## config.mk

```make
export PLATFORM = sky130hd
export DESIGN_NAME = mem_tap_ctrl
export DESIGN_NICKNAME = d
export VERILOG_FILES = /design/src/rtl/mem_tap_pkg.sv /design/src/rtl/mem_tap_fsm.sv /design/src/rtl/mem_tap_ir.sv /design/src/rtl/mem_tap_idbyp.sv /design/src/rtl/mem_tap_bscan.sv /design/src/rtl/mem_tap_ctrl.sv
export SDC_FILE = /design/constraint.sdc
export NUM_CORES = 1
export LEC_CHECK = 0
export ABC_AREA = 1
export ABC_CLOCK_PERIOD_IN_PS = 3050
export BUFFER_PORTS_ARGS = -buffer_cell sky130_fd_sc_hd__buf_2
export CELL_PAD_IN_SITES_DETAIL_PLACEMENT = 2
export CELL_PAD_IN_SITES_GLOBAL_PLACEMENT = 2
export CORE_MARGIN = 1.5
export CORE_UTILIZATION = 36
export CTS_BUF_LIST = sky130_fd_sc_hd__clkbuf_2 sky130_fd_sc_hd__clkbuf_4 sky130_fd_sc_hd__clkbuf_8
export DETAILED_ROUTE_END_ITERATION = 7
export GPL_ROUTABILITY_DRIVEN = 1
export PLACE_DENSITY_LB_ADDON = 0.1
export SLEW_MARGIN = 20
export SYNTH_ARGS = -nofsm -noshare
export SYNTH_HDL_FRONTEND = slang
export SYNTH_SLANG_ARGS = --single-unit
```

## constraint.sdc

```tcl
create_clock -name tck -period 3.05 [get_ports tck]
set_clock_uncertainty 0.2 [all_clocks]
set_input_delay 0.1525 -clock tck [delete_from_list [all_inputs] [get_ports tck]]
set_output_delay 0.1525 -clock tck [all_outputs]
set_load 0.05 [all_outputs]
```

## src/rtl/mem_tap_pkg.sv

```systemverilog
package mem_tap_pkg;

    localparam int IR_W = 3;

    typedef enum logic [3:0] {
        ST_TLR, ST_RTI,
        ST_SEL_DR, ST_CAP_DR, ST_SHF_DR, ST_EX1_DR, ST_PAU_DR, ST_EX2_DR, ST_UPD_DR,
        ST_SEL_IR, ST_CAP_IR, ST_SHF_IR, ST_EX1_IR, ST_PAU_IR, ST_EX2_IR, ST_UPD_IR
    } tap_state_e;

    typedef enum logic [IR_W-1:0] {
        OP_EXTEST  = 3'b000,
        OP_IDCODE  = 3'b001,
        OP_SAMPZ   = 3'b010,
        OP_RSV3    = 3'b011,
        OP_PRELOAD = 3'b100,
        OP_RSV5    = 3'b101,
        OP_RSV6    = 3'b110,
        OP_BYPASS  = 3'b111
    } tap_op_e;

    typedef enum logic [1:0] {
        DR_BYP = 2'd0,
        DR_ID  = 2'd1,
        DR_BSC = 2'd2
    } dr_sel_e;

    typedef struct packed {
        dr_sel_e sel;
        logic    hiz;
        logic    drive;
    } op_decode_t;

    function automatic tap_state_e tap_next(input tap_state_e s, input logic m);
        tap_state_e n;
        case (s)
            ST_TLR:    n = m ? ST_TLR    : ST_RTI;
            ST_RTI:    n = m ? ST_SEL_DR : ST_RTI;
            ST_SEL_DR: n = m ? ST_SEL_IR : ST_CAP_DR;
            ST_CAP_DR: n = m ? ST_EX1_DR : ST_SHF_DR;
            ST_SHF_DR: n = m ? ST_EX1_DR : ST_SHF_DR;
            ST_EX1_DR: n = m ? ST_UPD_DR : ST_PAU_DR;
            ST_PAU_DR: n = m ? ST_EX2_DR : ST_PAU_DR;
            ST_EX2_DR: n = m ? ST_UPD_DR : ST_SHF_DR;
            ST_UPD_DR: n = m ? ST_SEL_DR : ST_RTI;
            ST_SEL_IR: n = m ? ST_TLR    : ST_CAP_IR;
            ST_CAP_IR: n = m ? ST_EX1_IR : ST_SHF_IR;
            ST_SHF_IR: n = m ? ST_EX1_IR : ST_SHF_IR;
            ST_EX1_IR: n = m ? ST_UPD_IR : ST_PAU_IR;
            ST_PAU_IR: n = m ? ST_EX2_IR : ST_PAU_IR;
            ST_EX2_IR: n = m ? ST_UPD_IR : ST_SHF_IR;
            ST_UPD_IR: n = m ? ST_SEL_DR : ST_RTI;
            default:   n = ST_TLR;
        endcase
        return n;
    endfunction

    function automatic op_decode_t op_decode(input tap_op_e op);
        op_decode_t r;
        r.sel   = DR_BYP;
        r.hiz   = 1'b0;
        r.drive = 1'b0;
        case (op)
            OP_EXTEST:  begin r.sel = DR_BSC; r.drive = 1'b1; end
            OP_IDCODE:  r.sel = DR_ID;
            OP_SAMPZ:   begin r.sel = DR_BSC; r.hiz = 1'b1; end
            OP_PRELOAD: r.sel = DR_BSC;
            default:    r.sel = DR_BYP;
        endcase
        return r;
    endfunction

endpackage

```

## src/rtl/mem_tap_fsm.sv

```systemverilog
module mem_tap_fsm
    import mem_tap_pkg::*;
(
    input  logic       tck,
    input  logic       trst_n,
    input  logic       tms,
    output tap_state_e state
);

    typedef struct packed {
        tap_state_e st;
    } fsm_regs_t;

    fsm_regs_t r_d, r_q;

    always_comb begin
        r_d    = r_q;
        r_d.st = tap_next(r_q.st, tms);
    end

    always_ff @(posedge tck or negedge trst_n) begin
        if (!trst_n) r_q.st <= ST_TLR;
        else         r_q    <= r_d;
    end

    assign state = r_q.st;


    tlr_hold_chk: assert property (@(posedge tck) disable iff (!trst_n)
        (r_q.st == ST_TLR && tms) |=> (r_q.st == ST_TLR));


    sel_ir_escape_chk: assert property (@(posedge tck) disable iff (!trst_n)
        (r_q.st == ST_SEL_IR && tms) |=> (r_q.st == ST_TLR));

endmodule

```

## src/rtl/mem_tap_ir.sv

```systemverilog
module mem_tap_ir
    import mem_tap_pkg::*;
(
    input  logic       tck,
    input  logic       trst_n,
    input  tap_state_e state,
    input  logic       tdi,
    output logic       ir_so,
    output op_decode_t dec
);

    localparam logic [IR_W-1:0] CAP_PAT = 3'b001;

    typedef struct packed {
        logic [IR_W-1:0] sh;
        tap_op_e         cur;
    } ir_regs_t;

    ir_regs_t r_d, r_q;

    always_comb begin
        r_d = r_q;
        case (state)
            ST_TLR:    r_d.cur = OP_IDCODE;
            ST_CAP_IR: r_d.sh  = CAP_PAT;
            ST_SHF_IR: r_d.sh  = {tdi, r_q.sh[IR_W-1:1]};
            ST_UPD_IR: r_d.cur = tap_op_e'(r_q.sh);
            default:   r_d     = r_q;
        endcase
    end

    always_ff @(posedge tck or negedge trst_n) begin
        if (!trst_n) begin
            r_q.sh  <= CAP_PAT;
            r_q.cur <= OP_IDCODE;
        end else begin
            r_q <= r_d;
        end
    end

    assign ir_so = r_q.sh[0];
    assign dec   = op_decode(r_q.cur);


    ir_capture_chk: assert property (@(posedge tck) disable iff (!trst_n)
        (state == ST_CAP_IR) |=> (r_q.sh == CAP_PAT));


    ir_update_only_chk: assert property (@(posedge tck) disable iff (!trst_n)
        !$stable(r_q.cur) |-> ($past(state) == ST_UPD_IR || $past(state) == ST_TLR));


    ir_reset_chk: assert property (@(posedge tck) disable iff (!trst_n)
        (state == ST_TLR) |=> (r_q.cur == OP_IDCODE));

endmodule

```

## src/rtl/mem_tap_idbyp.sv

```systemverilog
module mem_tap_idbyp #(
    parameter logic [2:0]  REVISION  = 3'b000,
    parameter logic [16:0] DEVICE_ID = 17'b11010011010000111,
    parameter logic [10:0] VENDOR_ID = 11'b00000110100
) (
    input  logic tck,
    input  logic trst_n,
    input  logic id_cap,
    input  logic id_shf,
    input  logic byp_cap,
    input  logic byp_shf,
    input  logic tdi,
    output logic id_so,
    output logic byp_so
);

    localparam int          ID_W   = $bits(REVISION) + $bits(DEVICE_ID) + $bits(VENDOR_ID) + 1;
    localparam logic [ID_W-1:0] ID_VAL = {REVISION, DEVICE_ID, VENDOR_ID, 1'b1};

    typedef struct packed {
        logic [ID_W-1:0] id;
        logic            byp;
    } idb_regs_t;

    idb_regs_t r_d, r_q;

    always_comb begin
        r_d = r_q;
        if (id_cap)       r_d.id = ID_VAL;
        else if (id_shf)  r_d.id = {tdi, r_q.id[ID_W-1:1]};
        if (byp_cap)      r_d.byp = 1'b0;
        else if (byp_shf) r_d.byp = tdi;
    end

    always_ff @(posedge tck or negedge trst_n) begin
        if (!trst_n) begin
            r_q.id  <= ID_VAL;
            r_q.byp <= 1'b0;
        end else begin
            r_q <= r_d;
        end
    end

    assign id_so  = r_q.id[0];
    assign byp_so = r_q.byp;


    id_capture_chk: assert property (@(posedge tck) disable iff (!trst_n)
        id_cap |=> (r_q.id == ID_VAL));


    byp_capture_chk: assert property (@(posedge tck) disable iff (!trst_n)
        byp_cap |=> (r_q.byp == 1'b0));

endmodule

```

## src/rtl/mem_tap_bscan.sv

```systemverilog
module mem_tap_bscan #(
    parameter int LEN = 109
) (
    input  logic           tck,
    input  logic           trst_n,
    input  logic           cap_en,
    input  logic           shf_en,
    input  logic           upd_en,
    input  logic           tdi,
    input  logic [LEN-2:0] pin_sample,
    output logic           bsc_so,
    output logic [LEN-2:0] upd_out
);

    localparam int NPIN = LEN - 1;

    typedef struct packed {
        logic [LEN-1:0]  chain;
        logic [NPIN-1:0] upd;
    } bsc_regs_t;

    bsc_regs_t r_d, r_q;

    logic [LEN-1:0] cap_vec;
    logic [LEN-1:0] shin_vec;

    for (genvar k = 0; k < LEN; k++) begin : g_cell
        if (k == LEN - 1) begin : g_internal
            assign cap_vec[k]  = 1'b0;
            assign shin_vec[k] = tdi;
        end else begin : g_pin
            assign cap_vec[k]  = pin_sample[k];
            assign shin_vec[k] = r_q.chain[k+1];
        end
    end

    always_comb begin
        r_d = r_q;
        if (cap_en)      r_d.chain = cap_vec;
        else if (shf_en) r_d.chain = shin_vec;
        if (upd_en)      r_d.upd   = r_q.chain[NPIN-1:0];
    end

    always_ff @(posedge tck or negedge trst_n) begin
        if (!trst_n) begin
            r_q.chain <= '0;
            r_q.upd   <= '0;
        end else begin
            r_q <= r_d;
        end
    end

    assign bsc_so  = r_q.chain[0];
    assign upd_out = r_q.upd;


    bsc_capture_chk: assert property (@(posedge tck) disable iff (!trst_n)
        cap_en |=> (r_q.chain[NPIN-1:0] == $past(pin_sample) && r_q.chain[LEN-1] == 1'b0));


    bsc_upd_hold_chk: assert property (@(posedge tck) disable iff (!trst_n)
        !upd_en |=> $stable(r_q.upd));

endmodule

```

## src/rtl/mem_tap_ctrl.sv

```systemverilog
module mem_tap_ctrl
    import mem_tap_pkg::*;
#(
    parameter int          BSC_LEN   = 109,
    parameter logic [16:0] DEVICE_ID = 17'b11010011010000111,
    parameter logic [10:0] VENDOR_ID = 11'b00000110100,
    parameter logic [2:0]  REVISION  = 3'b000
) (
    input  logic               tck,
    input  logic               trst_n,
    input  logic               tms,
    input  logic               tdi,
    input  logic [BSC_LEN-2:0] pin_sample,
    output logic               tdo,
    output logic               tdo_en,
    output logic [BSC_LEN-2:0] bsc_update,
    output logic               scan_drive,
    output logic               core_hiz
);

    tap_state_e state;
    op_decode_t dec;
    logic       ir_so, id_so, byp_so, bsc_so;
    logic       sel_id, sel_byp, sel_bsc;
    logic       in_shf_dr, in_shf_ir, in_cap_dr, in_upd_dr;

    mem_tap_fsm u_fsm (
        .tck    (tck),
        .trst_n (trst_n),
        .tms    (tms),
        .state  (state)
    );

    mem_tap_ir u_ir (
        .tck    (tck),
        .trst_n (trst_n),
        .state  (state),
        .tdi    (tdi),
        .ir_so  (ir_so),
        .dec    (dec)
    );

    assign in_shf_dr = (state == ST_SHF_DR);
    assign in_shf_ir = (state == ST_SHF_IR);
    assign in_cap_dr = (state == ST_CAP_DR);
    assign in_upd_dr = (state == ST_UPD_DR);
    assign sel_id    = (dec.sel == DR_ID);
    assign sel_bsc   = (dec.sel == DR_BSC);
    assign sel_byp   = !sel_id && !sel_bsc;

    mem_tap_idbyp #(
        .REVISION  (REVISION),
        .DEVICE_ID (DEVICE_ID),
        .VENDOR_ID (VENDOR_ID)
    ) u_idbyp (
        .tck     (tck),
        .trst_n  (trst_n),
        .id_cap  (in_cap_dr && sel_id),
        .id_shf  (in_shf_dr && sel_id),
        .byp_cap (in_cap_dr && sel_byp),
        .byp_shf (in_shf_dr && sel_byp),
        .tdi     (tdi),
        .id_so   (id_so),
        .byp_so  (byp_so)
    );

    mem_tap_bscan #(
        .LEN (BSC_LEN)
    ) u_bscan (
        .tck        (tck),
        .trst_n     (trst_n),
        .cap_en     (in_cap_dr && sel_bsc),
        .shf_en     (in_shf_dr && sel_bsc),
        .upd_en     (in_upd_dr && sel_bsc),
        .tdi        (tdi),
        .pin_sample (pin_sample),
        .bsc_so     (bsc_so),
        .upd_out    (bsc_update)
    );

    typedef struct packed {
        logic tdo;
        logic en;
    } out_regs_t;

    out_regs_t o_d, o_q;

    always_comb begin
        o_d    = o_q;
        o_d.en = in_shf_ir || in_shf_dr;
        if (in_shf_ir)    o_d.tdo = ir_so;
        else if (sel_id)  o_d.tdo = id_so;
        else if (sel_bsc) o_d.tdo = bsc_so;
        else              o_d.tdo = byp_so;
    end

    always_ff @(negedge tck or negedge trst_n) begin
        if (!trst_n) begin
            o_q.tdo <= 1'b0;
            o_q.en  <= 1'b0;
        end else begin
            o_q <= o_d;
        end
    end

    assign tdo        = o_q.tdo;
    assign tdo_en     = o_q.en;
    assign core_hiz   = dec.hiz;
    assign scan_drive = dec.drive;


    tdo_en_shift_chk: assert property (@(posedge tck) disable iff (!trst_n)
        tdo_en |-> (state == ST_SHF_IR || state == ST_SHF_DR));


    hiz_excl_chk: assert property (@(posedge tck) disable iff (!trst_n)
        !(core_hiz && scan_drive));


    reset_quiet_chk: assert property (@(posedge tck) disable iff (!trst_n)
        (state == ST_TLR) |=> (!core_hiz && !scan_drive));

endmodule

```

==> results.cfg <==
[floorplanning]
fp.dieArea_um2 = 35900
fp-row-count = 68
initial_core_util_pct = 36.4
dieHeight_um = 190
die_w_um = 190
ioPinCount = 224
coreArea_um2 = 34400

[place]
place_inst = 2142
gp_congestion = 0.735
io_buffer_count = 223
dp_slack_ps = -428
dp_hpwl_mm = 24.0

[drt]
wirelength_mm = 41.5
via_count = 11200
drtIter0Drc = 424
wl_per_cell_um = 17.7
routed_via_density = 4.76
first_pass_iters = 4
ant_nets = 0
drcViolationCount = 0

[min_path]
worstHoldPathType = input pin to flip-flop
hold_depth = 6

[timing]
rsz0062_at_grt = yes
worst_hold_slack_ps = 269
setup_viol_count_final = 1
slew_viol_final = 0
slew_headroom_pct = 35.0
fin_ws_ps = -294
worstMarginPinSlew_ps = 975
final-hold-violation-count = 0

[final_layout]
final_cell_mix = nand2_1, dfrtp_1, nor2_1
fillCellCount = 3911
layout.nets = 1968
syn2layout_area_growth_pct = 25.2
layout-drive-gt1-share_pct = 20.0
layout_commonest_cell = nand2_1
layout.cells.non_filler = 2344

[clocking]
cts_tree = done
root_buffer = clkbuf_8
clock_sinks = 262
clk_latency_ps = 550
cts_htree_levels = 2
clockBufferDepth = 3
cts_made_buffers = 48
clkSlewWorstSetupHoldPaths_ps = 60

[logic_synthesis]
synthAdderAreaFrac_pct = 0.200
synth_top_family_by_area = simple AND/OR/NAND/NOR gates
yosys_warnings = 0
netlist_area_um2 = 12500
synth_compound_area_share_pct = 6.68
avgSynthCellArea_um2 = 7.73
synthMuxAreaShare_pct = 0.0799
synth.net_count = 1734
ys_ff_latch = 262
synth_xor_area_share_pct = 0
ys_seq_area_share_pct = 52.5
syn_inst = 1620
ys_types = 31
synthSimpleGateAreaFrac_pct = 26.9

[job]
maxCapViolCount = 0

[critical_path]
reg2reg_depth = 8
cp_cell_sequence = inv_4 -> nor3_4 -> inv_2 -> ha_4 -> nand2_2 -> o21ai_2 -> mux2i_1 -> a21oi_1
cp.required_ps = 1680
cp_max_fo = 3
critPathBufInv = 2
arrival_ps = 1980
cp-start-kind = flip-flop
path_depth = 8
critPathMaxStageDelay_ps = 560
path_class = flip-flop to flip-flop
path_delay_family = flip-flops
cp_slowest_cell = dfstp_2
end_kind = flip-flop

[pwr]
peakVddDrop_mv = 0.530
p_leak_nw = 8.93
powerDensity_nw_per_um2 = 1120

[run_status]
outcome = finished with violations
violations = negative setup slack

[global_route]
grt_pass1_vias = 12600
grt.total_usage_pct = 23.3
grt_antenna_before_repair = 1
grt_pass1_wl_mm = 66.8
grt.overflow.total = 0
grt_max_degree = 129
[metrics by stage]
step	power, mW	util, %	cell area (µm²)	TNS [ps]
2_1_floorplan	12.3	-	12500	-81.6
3_3_place_gp	13.1	39.0	13400	-126
3_5_place_dp	13.5	39.0	13400	-428
4_1_cts	17.7	45.5	15700	-350
5_1_grt	18.9	45.6	15700	-417
6_report	17.6	45.6	15700	-294
[final cells by class]
class | count | area [µm²] | area share (%)
Clock buffer | 80 | 1000 | 6.38
Multi-Input combinational cell | 1043 | 4310 | 27.5
Tap cell | 455 | 569 | 3.63
Clock inverter | 4 | 95.1 | 0.606
Timing Repair Buffer | 373 | 2650 | 16.9
Sequential cell | 262 | 6580 | 41.9
Inverter | 126 | 475 | 3.03
Antenna cell | 1 | 2.50 | 0.0160
[final timing paths]
| path | slack (ps) | to | start |
|---|---|---|---|
| max | -290 | tdo | u_ir.r_q[0] |
| min | 270 | u_bscan.r_q[115] | pin_sample[7] |
| max reg2reg | -290 | tdo | u_ir.r_q[0] |
| min reg2reg | 270 | u_idbyp.r_q[26] | u_idbyp.r_q[26] |
| max in group asynchronous | 710 | tdo_en | trst_n |
| min in group asynchronous | 530 | u_ir.r_q[0] | trst_n |
[power breakdown]
part | internal, mW | switching, mW | leakage, nW
clock network | 2.31 | 1.53 | 0.580
logic | 2.05 | 5.56 | 5.13
registers | 5.17 | 1.03 | 3.22
[sequential cells by signal, summed over array words and instances, names as in the netlist]
| signal | count |
|---|---|
| u_idbyp.r_q | 31 |
| tdo | 1 |
| u_bscan.bsc_so | 1 |
| u_ir.r_q | 5 |
| u_bscan.upd_out | 108 |
| u_bscan.r_q | 108 |
| u_ir.ir_so | 1 |
| u_idbyp.id_so | 1 |
| u_idbyp.byp_so | 1 |
| u_fsm.state | 4 |
| tdo_en | 1 |
[worst register-to-register path: stages, from the launching register on]
cell     delay, ps
dfstp_2        560
inv_4           50
nor3_4         140
inv_2           70
ha_4           170
nand2_2         60
o21ai_2         70
mux2i_1        200
a21oi_1        110
[layer usage]
| metal | global-route usage, % | vias up | share of wire (%) |
|---|---|---|---|
| met2 | 41.0 | 225 | 50 |
| met3 | 3.65 | 80 | 3.7 |
| li1 | - | 5272 | - |
| met1 | 29.1 | 5579 | 43 |
| met4 | 7.57 | 0 | 2.9 |
| met5 | 0 | - | 0 |
[what timing repair did]
action,4_1_cts,5_1_grt
setup buffers,1,3
endpoints found under the setup margin,3,1
endpoints found under the hold margin,333,0
pin swaps,3,3
resized for setup,11,3
hold buffers,113,0
[Yosys cell counts (all sizes together)]
library cell    n  area (µm²)
clkbuf         41         154
o21bai          1        7.51
dfrtp         245        6130
inv           126         473
mux2i           1        10.0
dfstp          15         394
o211ai         13        97.6
nand3           8        45.0
and3            1        6.26
buf           148        1090
dfrtn           2        50.1
nor3            3        15.0
a31oi           1        6.26
nand3b          1        7.51
ha              2        25.0
nand4           1        6.26
nor2          229         872
o21ai         136         681
o22ai           4        25.0
nand2         638        2410
a21oi           4        20.0
[kinds of logic after synthesis]
family / count (synthesis)
adder cells (fa/ha/maj): 2
AO/OA/AOI/OAI: 159
buffers and inverters: 315
flip-flops: 262
multiplexers: 1
AND/OR/NAND/NOR: 881
Note: power is estimated with default switching activity, not from simulation.
